$ cat src/rtl/nsd_pkg.sv
package nsd_pkg;
  typedef enum logic [1:0] {
    SMP_FLAT = 2'd0,
    SMP_RISE = 2'd1,
    SMP_DROP = 2'd2
  } smp_kind_e;
endpackage

$ cat src/rtl/nsd_pulse_counter.sv
module nsd_pulse_counter #(
  parameter int CNT_W = 10
) (
  input  logic             clk,
  input  logic             rst,
  input  logic             clr_i,
  input  logic             cnt_en_i,
  output logic [CNT_W-1:0] cnt_o
);
  localparam logic [CNT_W-1:0] CNT_MAX = '1;

  always_ff @(posedge clk) begin
    if (rst || clr_i)
      cnt_o <= '0;
    else if (cnt_en_i && (cnt_o != CNT_MAX))
      cnt_o <= cnt_o + 1'b1;
  end

  // a saturated count stays put until cleared
  p_cnt_clamp_r2: assert property (@(posedge clk) disable iff (rst)
    (!rst && !clr_i && cnt_o == CNT_MAX) |=> (cnt_o == CNT_MAX));

  // without an enabled strobe the count does not move
  p_cnt_idle_r1: assert property (@(posedge clk) disable iff (rst)
    (!rst && !clr_i && !cnt_en_i) |=> $stable(cnt_o));

  // preset leaves an empty counter
  p_cnt_clear_r1: assert property (@(posedge clk) disable iff (rst)
    clr_i |=> (cnt_o == '0));
endmodule

$ cat src/rtl/nsd_peak_reg.sv
module nsd_peak_reg
  import nsd_pkg::*;
#(
  parameter int CNT_W = 10,
  parameter int DROP  = 2
) (
  input  logic             clk,
  input  logic             rst,
  input  logic             clr_i,
  input  logic             eval_i,
  input  logic [CNT_W-1:0] sample_i,
  output smp_kind_e        kind_o
);
  localparam int EXT_W = CNT_W + $clog2(DROP + 1) + 1;

  logic [CNT_W-1:0] peak_q;
  logic [EXT_W-1:0] lowered;
  logic [EXT_W-1:0] peak_ext;

  assign lowered  = EXT_W'(sample_i) + EXT_W'(DROP);
  assign peak_ext = EXT_W'(peak_q);

  always_comb begin
    if (sample_i > peak_q)
      kind_o = SMP_RISE;
    else if (lowered <= peak_ext)
      kind_o = SMP_DROP;
    else
      kind_o = SMP_FLAT;
  end

  always_ff @(posedge clk) begin
    if (rst || clr_i)
      peak_q <= '0;
    else if (eval_i && (kind_o == SMP_RISE))
      peak_q <= sample_i;
  end

  // the peak only ratchets upward between clears
  p_peak_ratchet_r3: assert property (@(posedge clk) disable iff (rst)
    (!rst && !clr_i) |=> (peak_q >= $past(peak_q)));

  // an evaluated rise is taken over as the new peak
  p_peak_take_r3: assert property (@(posedge clk) disable iff (rst)
    (!clr_i && eval_i && kind_o == SMP_RISE) |=> (peak_q == $past(sample_i)));
endmodule

$ cat src/rtl/nsd_drop_tracker.sv
module nsd_drop_tracker
  import nsd_pkg::*;
#(
  parameter int RUNS = 2
) (
  input  logic      clk,
  input  logic      rst,
  input  logic      clr_i,
  input  logic      eval_i,
  input  smp_kind_e kind_i,
  input  logic      holdoff_i,
  output logic      dv_pulse_o,
  output logic      full_o
);
  localparam int RUN_W = $clog2(RUNS + 1);
  localparam logic [RUN_W-1:0] RUN_LAST = RUN_W'(RUNS - 1);
  localparam logic [RUN_W-1:0] RUN_TOP  = RUN_W'(RUNS);

  logic [RUN_W-1:0] streak_q;
  logic             armed_q;

  always_ff @(posedge clk) begin
    if (rst || clr_i) begin
      streak_q   <= '0;
      armed_q    <= 1'b0;
      dv_pulse_o <= 1'b0;
      full_o     <= 1'b0;
    end else begin
      dv_pulse_o <= 1'b0;
      full_o     <= full_o | (armed_q & holdoff_i);
      if (eval_i) begin
        case (kind_i)
          SMP_RISE: begin
            streak_q <= '0;
            armed_q  <= 1'b0;
          end
          SMP_DROP: begin
            if (streak_q >= RUN_LAST) begin
              streak_q <= RUN_TOP;
              if (!armed_q) begin
                armed_q    <= 1'b1;
                dv_pulse_o <= 1'b1;
              end
            end else begin
              streak_q <= streak_q + 1'b1;
            end
          end
          default: streak_q <= '0;
        endcase
      end
    end
  end

  // the event strobe never lasts beyond one cycle
  p_dv_single_r5: assert property (@(posedge clk) disable iff (rst)
    dv_pulse_o |=> !dv_pulse_o);

  // the full flag is sticky while the window stays valid
  p_full_sticky_r6: assert property (@(posedge clk) disable iff (rst)
    (full_o && !clr_i) |=> full_o);

  // the full flag only rises after holdoff has ended
  p_full_gate_r7: assert property (@(posedge clk) disable iff (rst)
    $rose(full_o) |-> $past(holdoff_i));

  // a window loss empties the outputs
  p_clear_out_r8: assert property (@(posedge clk) disable iff (rst)
    clr_i |=> (!full_o && !dv_pulse_o));
endmodule

$ cat src/rtl/nslope_detect.sv
module nslope_detect
  import nsd_pkg::*;
#(
  parameter int CNT_W = 10,
  parameter int DROP  = 2,
  parameter int RUNS  = 2
) (
  input  logic clk,
  input  logic rst,
  input  logic pulse_i,
  input  logic preset_i,
  input  logic convert_i,
  input  logic holdoff_done_i,
  input  logic window_ok_i,
  output logic dv_pulse_o,
  output logic full_o
);
  logic             convert_d;
  logic             eval;
  logic             win_clr;
  logic [CNT_W-1:0] count;
  smp_kind_e        kind;

  assign win_clr = !window_ok_i;
  assign eval    = convert_d && !convert_i && window_ok_i;

  always_ff @(posedge clk) begin
    if (rst) convert_d <= 1'b0;
    else     convert_d <= convert_i;
  end

  nsd_pulse_counter #(.CNT_W(CNT_W)) u_count (
    .clk      (clk),
    .rst      (rst),
    .clr_i    (preset_i || win_clr),
    .cnt_en_i (pulse_i && convert_i),
    .cnt_o    (count)
  );

  nsd_peak_reg #(.CNT_W(CNT_W), .DROP(DROP)) u_peak (
    .clk      (clk),
    .rst      (rst),
    .clr_i    (win_clr),
    .eval_i   (eval),
    .sample_i (count),
    .kind_o   (kind)
  );

  nsd_drop_tracker #(.RUNS(RUNS)) u_track (
    .clk        (clk),
    .rst        (rst),
    .clr_i      (win_clr),
    .eval_i     (eval),
    .kind_i     (kind),
    .holdoff_i  (holdoff_done_i),
    .dv_pulse_o (dv_pulse_o),
    .full_o     (full_o)
  );
endmodule

$ cat config.mk
export PLATFORM = sky130hd
export DESIGN_NAME = nslope_detect
export DESIGN_NICKNAME = d
export VERILOG_FILES = /design/src/rtl/nsd_pkg.sv /design/src/rtl/nsd_pulse_counter.sv /design/src/rtl/nsd_peak_reg.sv /design/src/rtl/nsd_drop_tracker.sv /design/src/rtl/nslope_detect.sv
export SDC_FILE = /design/constraint.sdc
export NUM_CORES = 1
export LEC_CHECK = 0
export BUFFER_PORTS_ARGS = -buffer_cell sky130_fd_sc_hd__buf_4
export CAP_MARGIN = 15
export CORE_AREA = 2 2 66 68
export CTS_CLUSTER_DIAMETER = 40
export DETAILED_ROUTE_END_ITERATION = 6
export DIE_AREA = 0 0 68 70
export SLEW_MARGIN = 40
export SYNTH_ARGS = -nofsm -noshare
export SYNTH_HDL_FRONTEND = slang
export SYNTH_HIERARCHICAL = 1
export SYNTH_SLANG_ARGS = --single-unit
$ cat constraint.sdc
create_clock -name clk -period 2.7 [get_ports clk]
set_clock_uncertainty 0.15 [all_clocks]
set_input_delay 0.27 -clock clk [delete_from_list [all_inputs] [get_ports clk]]
set_output_delay 0.27 -clock clk [all_outputs]
set_load 0.05 [all_outputs]
==> results of run 1 <==
final timing paths:
check | start | end | depth (start not counted) | slack, ns
max | u_count/cnt_o[3]$_SDFFE_PP0P_ | u_track/dv_pulse_o$_SDFF_PP0_ | 14 | 0.08
min | convert_i | convert_d$_SDFF_PP0_ | 2 | 0.08
max reg2reg | u_count/cnt_o[3]$_SDFFE_PP0P_ | u_track/dv_pulse_o$_SDFF_PP0_ | 14 | 0.08
min reg2reg | u_peak/peak_q[6]$_SDFFE_PP0P_ | u_peak/peak_q[6]$_SDFFE_PP0P_ | 2 | 0.31
per-stage QoR:
step / instance area [um^2] / TNS, ns / cells / total power, W / setup WS, ns
global placement: 2056 / -0.4428 / 287 / 0.0004242 / -0.1655
global route: 2301 / -0.5579 / 296 / 0.0006967 / -0.1174
detailed placement: 2062 / -0.5297 / 287 / 0.0004246 / -0.1890
floorplan: 1760 / 0 / 206 / 0.0004096 / 0.004808
CTS: 2193 / 0 / 293 / 0.0006819 / 0.002274
finish: 2301 / 0 / 296 / 0.0006685 / 0.08282
flip-flops by register name (all words and copies together), names as in the netlist:
signal	count
u_count/cnt_o	10
u_track/armed_q	1
convert_d	1
u_peak/peak_q	10
u_track/full_o	1
u_track/streak_q	2
u_track/dv_pulse_o	1
Yosys cell counts, drive strengths merged (3+ instances only):
| master | number |
|---|---|
| a21o | 4 |
| a21oi | 11 |
| and4 | 3 |
| clkbuf | 3 |
| dfxtp | 26 |
| ha | 21 |
| inv | 15 |
| mux2i | 12 |
| nand2 | 31 |
| nand3 | 9 |
| nand3b | 3 |
| nand4 | 5 |
| nor2 | 11 |
| nor3 | 5 |
| nor4 | 3 |
| o21ai | 7 |
| or3 | 4 |
| xnor2 | 4 |
| xor2 | 4 |
what timing repair did:
item	4_1_cts	5_1_grt
resized for setup	14	22
cloned	0	0
hold endpoints to repair	0	0
buffers inserted	2	3
setup endpoints to repair	4	4
pin swaps	7	3
cells by family (layout without fill, tap and decap cells):
| kind of cell | count (synthesis) | in the layout | synth area share (%) |
|---|---|---|---|
| xor gates and xnor gates | 8 | 8 | 3.985 |
| and+or+nand+nor | 85 | 85 | 25.48 |
| AOI/OAI and AO/OA | 35 | 35 | 14.66 |
| buffers and inverters | 19 | 57 | 4.484 |
| DFF | 26 | 26 | 29.61 |
| muxes | 12 | 12 | 6.833 |
| adders and majority gates | 21 | 21 | 14.95 |
metal layers:
layer | vias to the layer above | routed length, um | global-route usage [%]
met5 | - | 0 | 0
met4 | 0 | 25 | 4.000
met3 | 2 | 37 | 1.932
met2 | 3 | 2056 | 30.96
met1 | 696 | 2001 | 26.18
li1 | 809 | - | -
power groups by stage:
stage	registers, W	clock network [W]	logic, W
floorplan	0.000394	0	0.0000160
global placement	0.000393	0	0.0000307
detailed placement	0.000394	0	0.0000310
CTS	0.000385	0.000265	0.0000322
global route	0.000382	0.000279	0.0000356
finish	0.000381	0.000254	0.0000328
final cells by class:
type / count / area, um^2 / share of cell area, %
Clock buffer: 4 / 55.05 / 2.393
Inverter: 15 / 56.30 / 2.447
Multi-Input combinational cell: 161 / 1294 / 56.23
Sequential cell: 26 / 538.0 / 23.38
Tap cell: 52 / 65.06 / 2.828
Timing Repair Buffer: 38 / 292.8 / 12.72
==> impl_metrics.env, run 1 <==
export IMPL_status="completed"
export IMPL_grt_pass1_wl_um=6886
export IMPL_fmax_mhz=382.1
export IMPL_drtPass1Iterations=4
export IMPL_dieHeight_um=70
export IMPL_pwr_share_comb_pct=4.9
export IMPL_min_period_ns=2.617
export IMPL_n_antenna_cell=0
export IMPL_critPathCaptureType="register"
export IMPL_pwr_share_clk_pct=38.0
export IMPL_die_area_um2=4760
export IMPL_synthTopCellsByArea="dfxtp_1 (30%), ha_1 (15%), mux2i_1 (6.8%)"
export IMPL_yosysTopAreaCellShare_pct=29.61
export IMPL_drc_errors=0
export IMPL_yosysSeqAreaShare_pct=29.61
export IMPL_crit_arrival_ns=2.69
export IMPL_fin_nets=273
export IMPL_ys_types=46
export IMPL_crit_fanout=3
export IMPL_vias=1510
export IMPL_cp_cell_sequence="nand3_4, nor2_4, buf_4, buf_4, xor2_2, ha_1, a21oi_1, o21ai_0, nand3_1, a21oi_2, nor4_2, nand3b_1, nor4_4, and2b_2"
export IMPL_detail_route_iter0_violations=65
export IMPL_route_detailed_wl_per_inst_um=13.92
export IMPL_tritoncts="yes"
export IMPL_insertion_delay_ns=0.27
export IMPL_routabilityCongestion=0.7848
export IMPL_dp_hpwl_um=3014
export IMPL_switching_share_pct=21.52
export IMPL_start_util_pct=42.42
export IMPL_slew_headroom_pct=51.23
export IMPL_vias_per_cell=5.101
export IMPL_fp_dieW_um=68
export IMPL_finalMaxSlewViolations=0
export IMPL_routed_wl_um=4121
export IMPL_cts_root_buf="clkbuf_8"
export IMPL_critPathBufInv=2
export IMPL_period_share_pct=96.93
export IMPL_cts_sinks=26
export IMPL_crit_path_start_kind="register"
export IMPL_hold_viol=0
export IMPL_clock_tree_buffer_depth=2
export IMPL_grt_total_usage_pct=18.79
export IMPL_ctsHoldBuffers=0
export IMPL_postRouteAntennaNets=0
export IMPL_clk_pin_slew_ns=0.09
export IMPL_ys_flop_type="dfxtp_1"
export IMPL_hold_slack_ns=0.08067
export IMPL_path_class="reg -> reg"
export IMPL_cp_slowest_stage_delay_ns=0.38
export IMPL_p_leak_nw=0.9002
export IMPL_htree_num_levels=1
export IMPL_grt_overflow=0
export IMPL_rows=24
export IMPL_power_density_nw_per_um2=290.5
export IMPL_synthCells=206
export IMPL_syn_avg_cell_area_um2=8.534
export IMPL_ios=9
export IMPL_p_seq_share_pct=57.1
export IMPL_cts_buffers=3
export IMPL_yosysWarnings=6
export IMPL_fillCellCount=365
export IMPL_grt_max_degree=21
export IMPL_syn_to_final_growth_pct=30.89
export IMPL_max_cap_violations=0
export IMPL_layout_commonest_cell="buf_4"
export IMPL_async_flop_share_pct=0
export IMPL_crit_top_cell="buf_4"
export IMPL_first_global_vias=1493
export IMPL_portBuffers=8
export IMPL_crit_family="simple AND/OR/NAND/NOR gates"
export IMPL_core_area_um2=4144
export IMPL_rsz0062_at_grt="true"
export IMPL_hp_class="in -> reg"
export IMPL_synth_nets=234
export IMPL_intPower_w=0.0005246
export IMPL_synth_seq_cells=26
export IMPL_drive_gt1_share_pct=32.79
export IMPL_antenna_found_initial=0
export IMPL_p_sw_w=0.0001439
export IMPL_synth_edf_count=0
export IMPL_fin_util_pct=55.53
export IMPL_final_cell_mix="buf_4 (36), nand2_1 (28), dfxtp_1 (18), ha_1 (18), inv_1 (15)"
export IMPL_yosysTopAreaCell="dfxtp_1"
export IMPL_required_ns=2.77
export IMPL_tightest_slew_ns=0.7307
export IMPL_syn_area_um2=1758
export IMPL_finalSetupViolCount=0
export IMPL_vdd_drop_max_uv=163.0
export IMPL_slowest_stage="dfxtp_2"
No activity file was read; power rests on OpenSTA's default activity.
==> run 2, diff against run 1 <==
--- a/config.mk
+++ b/config.mk
@@ -5,12 +5,13 @@
 export SDC_FILE = /design/constraint.sdc
 export NUM_CORES = 1
 export LEC_CHECK = 0
+export ABC_AREA = 1
 export BUFFER_PORTS_ARGS = -buffer_cell sky130_fd_sc_hd__buf_4
 export CAP_MARGIN = 15
-export CORE_AREA = 2 2 66 68
+export CORE_AREA = 2 2 69 71
 export CTS_CLUSTER_DIAMETER = 40
 export DETAILED_ROUTE_END_ITERATION = 6
-export DIE_AREA = 0 0 68 70
+export DIE_AREA = 0 0 71 73
 export SLEW_MARGIN = 40
 export SYNTH_ARGS = -nofsm -noshare
 export SYNTH_HDL_FRONTEND = slang
==> run 2 against run 1 <==
Effect of this change:
- total power is 14% higher
- combinational power is 29% higher
- sequential power hardly changed
- cell count is 24% higher
- clock power is 31% higher
- critical path depth is 4 higher
- maximum frequency is 7.5% higher
- first-iteration DRC count is 25% lower
- highest routed layer unchanged
- register-to-register slack better by 0.18 ns
- via count is 13% higher
- flip-flop and latch count stayed put
==> impl_metrics.env, run 2 <==
export IMPL_synth_nets=324
export IMPL_portBuffers=8
export IMPL_hold_slack_ns=0.05435
export IMPL_ys_flop_type="dfxtp_1"
export IMPL_clock_tree_buffer_depth=2
export IMPL_postRouteAntennaNets=0
export IMPL_cts_sinks=26
export IMPL_grt_max_degree=21
export IMPL_max_cap_violations=0
export IMPL_synthCells=296
export IMPL_yosysTopAreaCellShare_pct=26.91
export IMPL_reg2reg_from="u_count/cnt_o[1]$_SDFFE_PP0P_"
export IMPL_grt_overflow=0
export IMPL_htree_num_levels=1
export IMPL_fmax_mhz=410.7
export IMPL_dp_hpwl_um=3105
export IMPL_period_share_pct=90.17
export IMPL_synth_most_common_cell="nand2_1"
export IMPL_n_antenna_cell=0
export IMPL_power_density_nw_per_um2=345.5
export IMPL_synth_common_cells="nand2_1 (77), nor2_1 (49), inv_1 (45)"
export IMPL_antenna_found_initial=0
export IMPL_syn_to_final_growth_pct=13.52
export IMPL_post_place_ws_ns=0.1325
export IMPL_routabilityCongestion=0.7851
export IMPL_cts_setup_buffers=0
export IMPL_instances_no_fill=367
export IMPL_syn_avg_cell_area_um2=6.535
export IMPL_drtPass1Iterations=4
export IMPL_die_area_um2=5183
export IMPL_cp_startpoint="u_count/cnt_o[1]$_SDFFE_PP0P_"
export IMPL_syn_area_um2=1934
export IMPL_power_total_w=0.0007587
export IMPL_final_cell_mix="nand2_1 (75), nor2_1 (48), inv_1 (45), dfxtp_1 (23), ha_1 (20)"
export IMPL_p_leak_nw=1.106
export IMPL_path_class="reg -> reg"
export IMPL_tightest_slew_ns=0.4748
export IMPL_worstRegToRegCells=18
export IMPL_tritoncts="yes"
export IMPL_setup_slack_ns=0.2654
export IMPL_finalSetupViolCount=0
export IMPL_min_period_ns=2.435
export IMPL_drc_errors=0
export IMPL_async_flop_share_pct=0
export IMPL_finalMaxSlewViolations=0
export IMPL_grt_pass1_wl_um=6989
export IMPL_yosysSeqAreaShare_pct=26.91
export IMPL_route_detailed_wl_per_inst_um=10.94
export IMPL_grt_total_usage_pct=17.04
export IMPL_detail_route_iter0_violations=49
export IMPL_worstHoldStart="convert_i"
export IMPL_finalInstanceArea_um2=2196
export IMPL_vias=1706
export IMPL_yosysWarnings=6
export IMPL_crit_path_start_kind="register"
export IMPL_placed_cell_area_um2=2097
export IMPL_critPathCaptureType="register"
export IMPL_status="completed"
export IMPL_seqCellArea_um2=529.3
export IMPL_fin_nets=342
export IMPL_slew_headroom_pct=68.31
export IMPL_synth_edf_count=0
export IMPL_insertion_delay_ns=0.28
export IMPL_fillCellCount=467
export IMPL_crit_arrival_ns=2.50
export IMPL_critPathCapture="u_track/armed_q$_SDFFE_PP0P_"
export IMPL_synth_seq_cells=26
export IMPL_rows=25
export IMPL_hp_class="in -> reg"
export IMPL_routed_wl_um=4015
export IMPL_ios=9
export IMPL_reg2reg_to="u_track/armed_q$_SDFFE_PP0P_"
export IMPL_dieHeight_um=73
export IMPL_reg_top3="u_count/cnt_o (10), u_peak/peak_q (10), u_track/streak_q (2)"
export IMPL_cts_buffers=3
export IMPL_crit_fanout=5
export IMPL_vias_per_cell=4.649
export IMPL_layout_commonest_cell="nand2_1"
export IMPL_fp_dieW_um=71
export IMPL_clk_pin_slew_ns=0.10
export IMPL_dp_cells=363
export IMPL_ff2ff_setup_slack_ns=0.27
export IMPL_vdd_drop_max_uv=199.3
export IMPL_cts_root_buf="clkbuf_8"
export IMPL_multiInputGateArea_um2=1216
export IMPL_synthTopCellsByArea="dfxtp_1 (27%), nand2_1 (15%), ha_1 (14%)"
export IMPL_first_global_vias=1549
export IMPL_drive_gt1_share_pct=14.70
export IMPL_core_area_um2=4536
export IMPL_ys_types=31
export IMPL_hold_viol=0
export IMPL_required_ns=2.77
export IMPL_yosysTopAreaCell="dfxtp_1"
export IMPL_start_util_pct=42.65
## run 2: cell types whose count changed after synthesis, moves of 4 or more
cell and delta:
nor2_1 +38, nand3_2 +4, nor2_2 +4, a21oi_1 +6, inv_1 +30, nand2_1 +47, nand3_1 +5, mux2i_1 -12
nor3_1 -4
## run 2: worst min-delay path by stage
stage	to	slack, ns	cells after the start
6_report	convert_d$_SDFF_PP0_	0.05	3
5_1_grt	convert_d$_SDFF_PP0_	0.07	2
4_1_cts	convert_d$_SDFF_PP0_	0.05	3
3_5_place_dp	u_track/streak_q[0]$_SDFFE_PP0P_	0.30	2
3_3_place_gp	u_track/full_o$_SDFF_PP0_	0.30	2
2_1_floorplan	convert_d$_SDFF_PP0_	0.19	1
## run 2: routing by layer
metal	share of wire (%)	GRT usage (%)	vias up
met5	0	0	-
met4	1.4	5.660	0
met3	1.5	2.072	5
met2	46	28.45	7
met1	51	22.95	742
li1	-	-	952
## run 2: area by class of cell
cell class	count	share of cell area, %
clock inverter	1	1.368
inverter	49	8.376
timing repair buffer	17	5.812
tap	54	3.077
sequential	26	24.10
clock buffer	3	1.880
multi-input combinational	217	55.38
## run 2: report_power, final
part	internal (W)	switching, W
clock	0.000199	0.000133
combinational	0.0000173	0.0000251
sequential	0.000383	0.00000114
total	0.000599	0.000160
## run 2: per-stage QoR
| stage | setup TNS [ns] | util [%] |
|---|---|---|
| 5_1_grt | -0.01011 | 48.41 |
| 2_1_floorplan | 0 | - |
| 4_1_cts | 0 | 47.81 |
| 6_report | 0 | 48.41 |
| 3_3_place_gp | 0 | 46.23 |
| 3_5_place_dp | 0 | 46.23 |
## run 2: timing repair
action | CTS | global route
hold buffers | 0 | 0
endpoints found under the setup margin | 0 | 4
resized for setup | 0 | 11
## run 2: logic make-up (layout without fill, tap and decap cells)
group                    after synthesis  in the layout  synth area share, %
XOR/XNOR                               6              6                2.717
AO/OA/AOI/OAI                         26             26                7.374
flip-flops                            26             26                26.91
buffers and inverters                 53             70                11.19
adder cells (fa/ha/maj)               21             21                13.58
AND/OR/NAND/NOR                      164            164                38.23
## run 2: critical path: stages, from the launching register on
cell,delay (ns)
dfxtp_4,0.38
ha_2,0.19
nand2_2,0.08
nor2_2,0.10
nand2_1,0.07
xor2_1,0.13
inv_1,0.06
ha_1,0.28
nand2_1,0.06
inv_1,0.03
nand3_1,0.08
nor2_1,0.05
nor2_1,0.07
nand2_1,0.06
a21oi_2,0.15
nand2_1,0.07
nor2_2,0.15
nand2_2,0.09
a21oi_1,0.12
==> run 3, diff against run 2 <==
--- a/config.mk
+++ b/config.mk
@@ -8,12 +8,11 @@
 export ABC_AREA = 1
 export BUFFER_PORTS_ARGS = -buffer_cell sky130_fd_sc_hd__buf_4
 export CAP_MARGIN = 15
-export CORE_AREA = 2 2 69 71
+export CORE_AREA = 2 2 66 68
 export CTS_CLUSTER_DIAMETER = 40
 export DETAILED_ROUTE_END_ITERATION = 6
-export DIE_AREA = 0 0 71 73
+export DIE_AREA = 0 0 68 70
 export SLEW_MARGIN = 40
 export SYNTH_ARGS = -nofsm -noshare
 export SYNTH_HDL_FRONTEND = slang
-export SYNTH_HIERARCHICAL = 1
 export SYNTH_SLANG_ARGS = --single-unit
==> run 3 against run 2 <==
Effect of this change:
- non-clock buffer count shrank 5
- clock power shrank 32%
- worst setup slack lost 0.0076 ns
- area after synthesis shrank 7.8%
- critical path type unchanged
- largest cell class unchanged
==> impl_metrics.env, run 3 <==
export IMPL_drc_errors=0
export IMPL_layout_commonest_cell="nand2_1"
export IMPL_finalSetupViolCount=0
export IMPL_cts_sinks=26
export IMPL_fin_nets=307
export IMPL_crit_path_start_kind="register"
export IMPL_hold_viol=0
export IMPL_vias=1525
export IMPL_insertion_delay_ns=0.27
export IMPL_synthCells=265
export IMPL_multiInputGateArea_um2=1091
export IMPL_reg2reg_to="u_track.armed_q$_SDFFE_PP0P_"
export IMPL_hold_path_endpoint="convert_d$_SDFF_PP0_"
export IMPL_slew_headroom_pct=61.08
export IMPL_drtPass1Iterations=4
export IMPL_routabilityCongestion=0.8419
export IMPL_yosysWarnings=0
export IMPL_htree_num_levels=1
export IMPL_core_area_um2=4144
export IMPL_route_detailed_wl_per_inst_um=10.93
export IMPL_reg2reg_from="u_count.cnt_o[1]$_SDFFE_PP0P_"
export IMPL_cp_slowest_stage_delay_ns=0.44
export IMPL_hold_slack_ns=0.07087
export IMPL_hp_class="in -> reg"
export IMPL_rsz0062_at_grt="false"
export IMPL_detail_route_iter0_violations=34
export IMPL_tightest_slew_ns=0.5817
export IMPL_drive_gt1_share_pct=10.47
export IMPL_syn_avg_cell_area_um2=6.728
export IMPL_worstHoldStart="convert_i"
export IMPL_tns_ns=0
export IMPL_crit_arrival_ns=2.47
export IMPL_grt_max_degree=14
export IMPL_critPathCaptureType="register"
export IMPL_fillCellCount=441
export IMPL_ys_flop_type="dfxtp_1"
export IMPL_grt_overflow=0
export IMPL_cp_startpoint="u_count.cnt_o[1]$_SDFFE_PP0P_"
export IMPL_dp_hpwl_um=2855
export IMPL_yosysTopAreaCell="dfxtp_1"
export IMPL_syn_to_final_growth_pct=10.46
export IMPL_yosysSeqAreaShare_pct=29.19
export IMPL_finalMaxSlewViolations=0
export IMPL_ff2ff_setup_slack_ns=0.26
export IMPL_grt_pass1_wl_um=6141
export IMPL_synth_nets=293
export IMPL_vdd_drop_max_uv=189.4
export IMPL_crit_fanout=6
export IMPL_cts_root_buf="clkbuf_8"
export IMPL_power_density_nw_per_um2=330.2
export IMPL_yosysTopAreaCellShare_pct=29.19
export IMPL_crit_family="simple AND/OR/NAND/NOR gates"
export IMPL_whs_path_depth=3
export IMPL_cp_cell_sequence="ha_1, nand2_1, nor3_2, xor2_1, ha_1, nand2_1, nor2_1, nand3_1, nand2_1, nand2_1, nand3_1, nand2_1"
export IMPL_tritoncts="yes"
export IMPL_portBuffers=8
export IMPL_synth_edf_count=0
export IMPL_synth_common_cells="nand2_1 (75), inv_1 (41), nor2_1 (38)"
export IMPL_final_cell_mix="nand2_1 (75), inv_1 (41), nor2_1 (38), dfxtp_1 (25), ha_1 (21)"
export IMPL_grt_total_usage_pct=16.88
export IMPL_postRouteAntennaNets=0
export IMPL_n_antenna_cell=0
export IMPL_max_cap_violations=0
export IMPL_path_class="reg -> reg"
export IMPL_min_period_ns=2.442
export IMPL_ys_types=23
export IMPL_rows=24
export IMPL_slowest_stage="dfxtp_1"
export IMPL_start_util_pct=43.03
export IMPL_reg_top3="u_count.cnt_o (10), u_peak.peak_q (10), u_track.streak_q (2)"
export IMPL_dieHeight_um=70
export IMPL_seqCellArea_um2=521.8
export IMPL_routed_wl_um=3597
export IMPL_p_leak_nw=0.9808
export IMPL_critPathBufInv=0
export IMPL_synth_most_common_cell="nand2_1"
export IMPL_clk_pin_slew_ns=0.09
export IMPL_async_flop_share_pct=0
export IMPL_worstRegToRegCells=12
export IMPL_cts_buffers=3
export IMPL_period_share_pct=90.45
export IMPL_synthTopCellsByArea="dfxtp_1 (29%), nand2_1 (16%), ha_1 (15%)"
export IMPL_status="completed"
export IMPL_first_global_vias=1398
export IMPL_syn_area_um2=1783
export IMPL_fmax_mhz=409.5
export IMPL_synth_seq_cells=26
export IMPL_clock_tree_buffer_depth=2
export IMPL_required_ns=2.73
export IMPL_die_area_um2=4760
export IMPL_crit_top_cell="nand2_1"
export IMPL_fp_dieW_um=68
export IMPL_antenna_found_initial=0
export IMPL_vias_per_cell=4.635
export IMPL_ios=9
==> run 3: worst max-delay path by stage <==
stage                                             endpoint  cells past startpoint  slack, ns
after floorplan               u_track.armed_q$_SDFFE_PP0P_                     13       0.57
after global placement        u_track.armed_q$_SDFFE_PP0P_                     12       0.31
after detailed placement  u_track.streak_q[1]$_SDFFE_PP0P_                     12       0.26
after CTS                 u_track.streak_q[1]$_SDFFE_PP0P_                     12       0.26
after global routing          u_track.armed_q$_SDFFE_PP0P_                     12       0.03
final                         u_track.armed_q$_SDFFE_PP0P_                     12       0.26
==> run 3: cell families after synthesis <==
group / count (synthesis) / share of synthesized area [%]
simple gates: 143 / 34.60
buf+inv: 45 / 9.614
flops: 26 / 29.19
fa+ha+maj: 21 / 14.74
compound gates: 20 / 6.947
xor+xnor: 10 / 4.912
==> run 3: metal layers <==
layer | share of wire (%) | up-vias | track usage, % | wire length, um
met5 | 0 | - | 0 | 0
met3 | 1.3 | 5 | 2.093 | 46
li1 | - | 844 | - | -
met2 | 44 | 7 | 27.51 | 1589
met1 | 53 | 669 | 22.49 | 1903
met4 | 1.6 | 0 | 6.000 | 57
==> run 3: report_power, final <==
group / leakage [nW] / total [W] / switching, W / internal, W
combinational: 0.749 / 0.0000375 / 0.0000221 / 0.0000154
sequential: 0.210 / 0.000386 / 0.00000118 / 0.000385
clock: 0.0216 / 0.000227 / 0.000127 / 0.000100
total: 0.981 / 0.000650 / 0.000150 / 0.000500
==> run 3: tightest hold or removal path: stages <==
cell	delay, ns
buf_4	0.09
inv_1	0.04
nor2_1	0.07
==> run 3: repair_timing <==
| action | in CTS | in global routing |
|---|---|---|
| hold buffers | 1 | 0 |
| setup endpoints to repair | 0 | 1 |
| endpoints found under the hold margin | 1 | 0 |
| buffers inserted | 0 | 0 |
| resized for setup | 0 | 1 |
==> run 3: cell type report <==
cell class	count	area share [%]
clock buffer	3	2.097
inverter	42	8.005
multi-input combinational	194	55.40
sequential	26	26.49
tap	52	3.304
timing repair buffer	12	4.701
==> run 3: stage by stage <==
| stage | total power (W) | worst slack, ns | cell area (um^2) | cells | utilization, % |
|---|---|---|---|---|---|
| after floorplan | 0.0004166 | 0.5704 | 1783 | 265 | - |
| after global placement | 0.0004317 | 0.3134 | 1917 | 325 | 46.26 |
| after detailed placement | 0.0004317 | 0.2645 | 1917 | 325 | 46.26 |
| after CTS | 0.0006625 | 0.2623 | 1968 | 329 | 47.49 |
| after global routing | 0.0006746 | 0.02904 | 1969 | 329 | 47.52 |
| final | 0.0006502 | 0.2578 | 1969 | 329 | 47.52 |
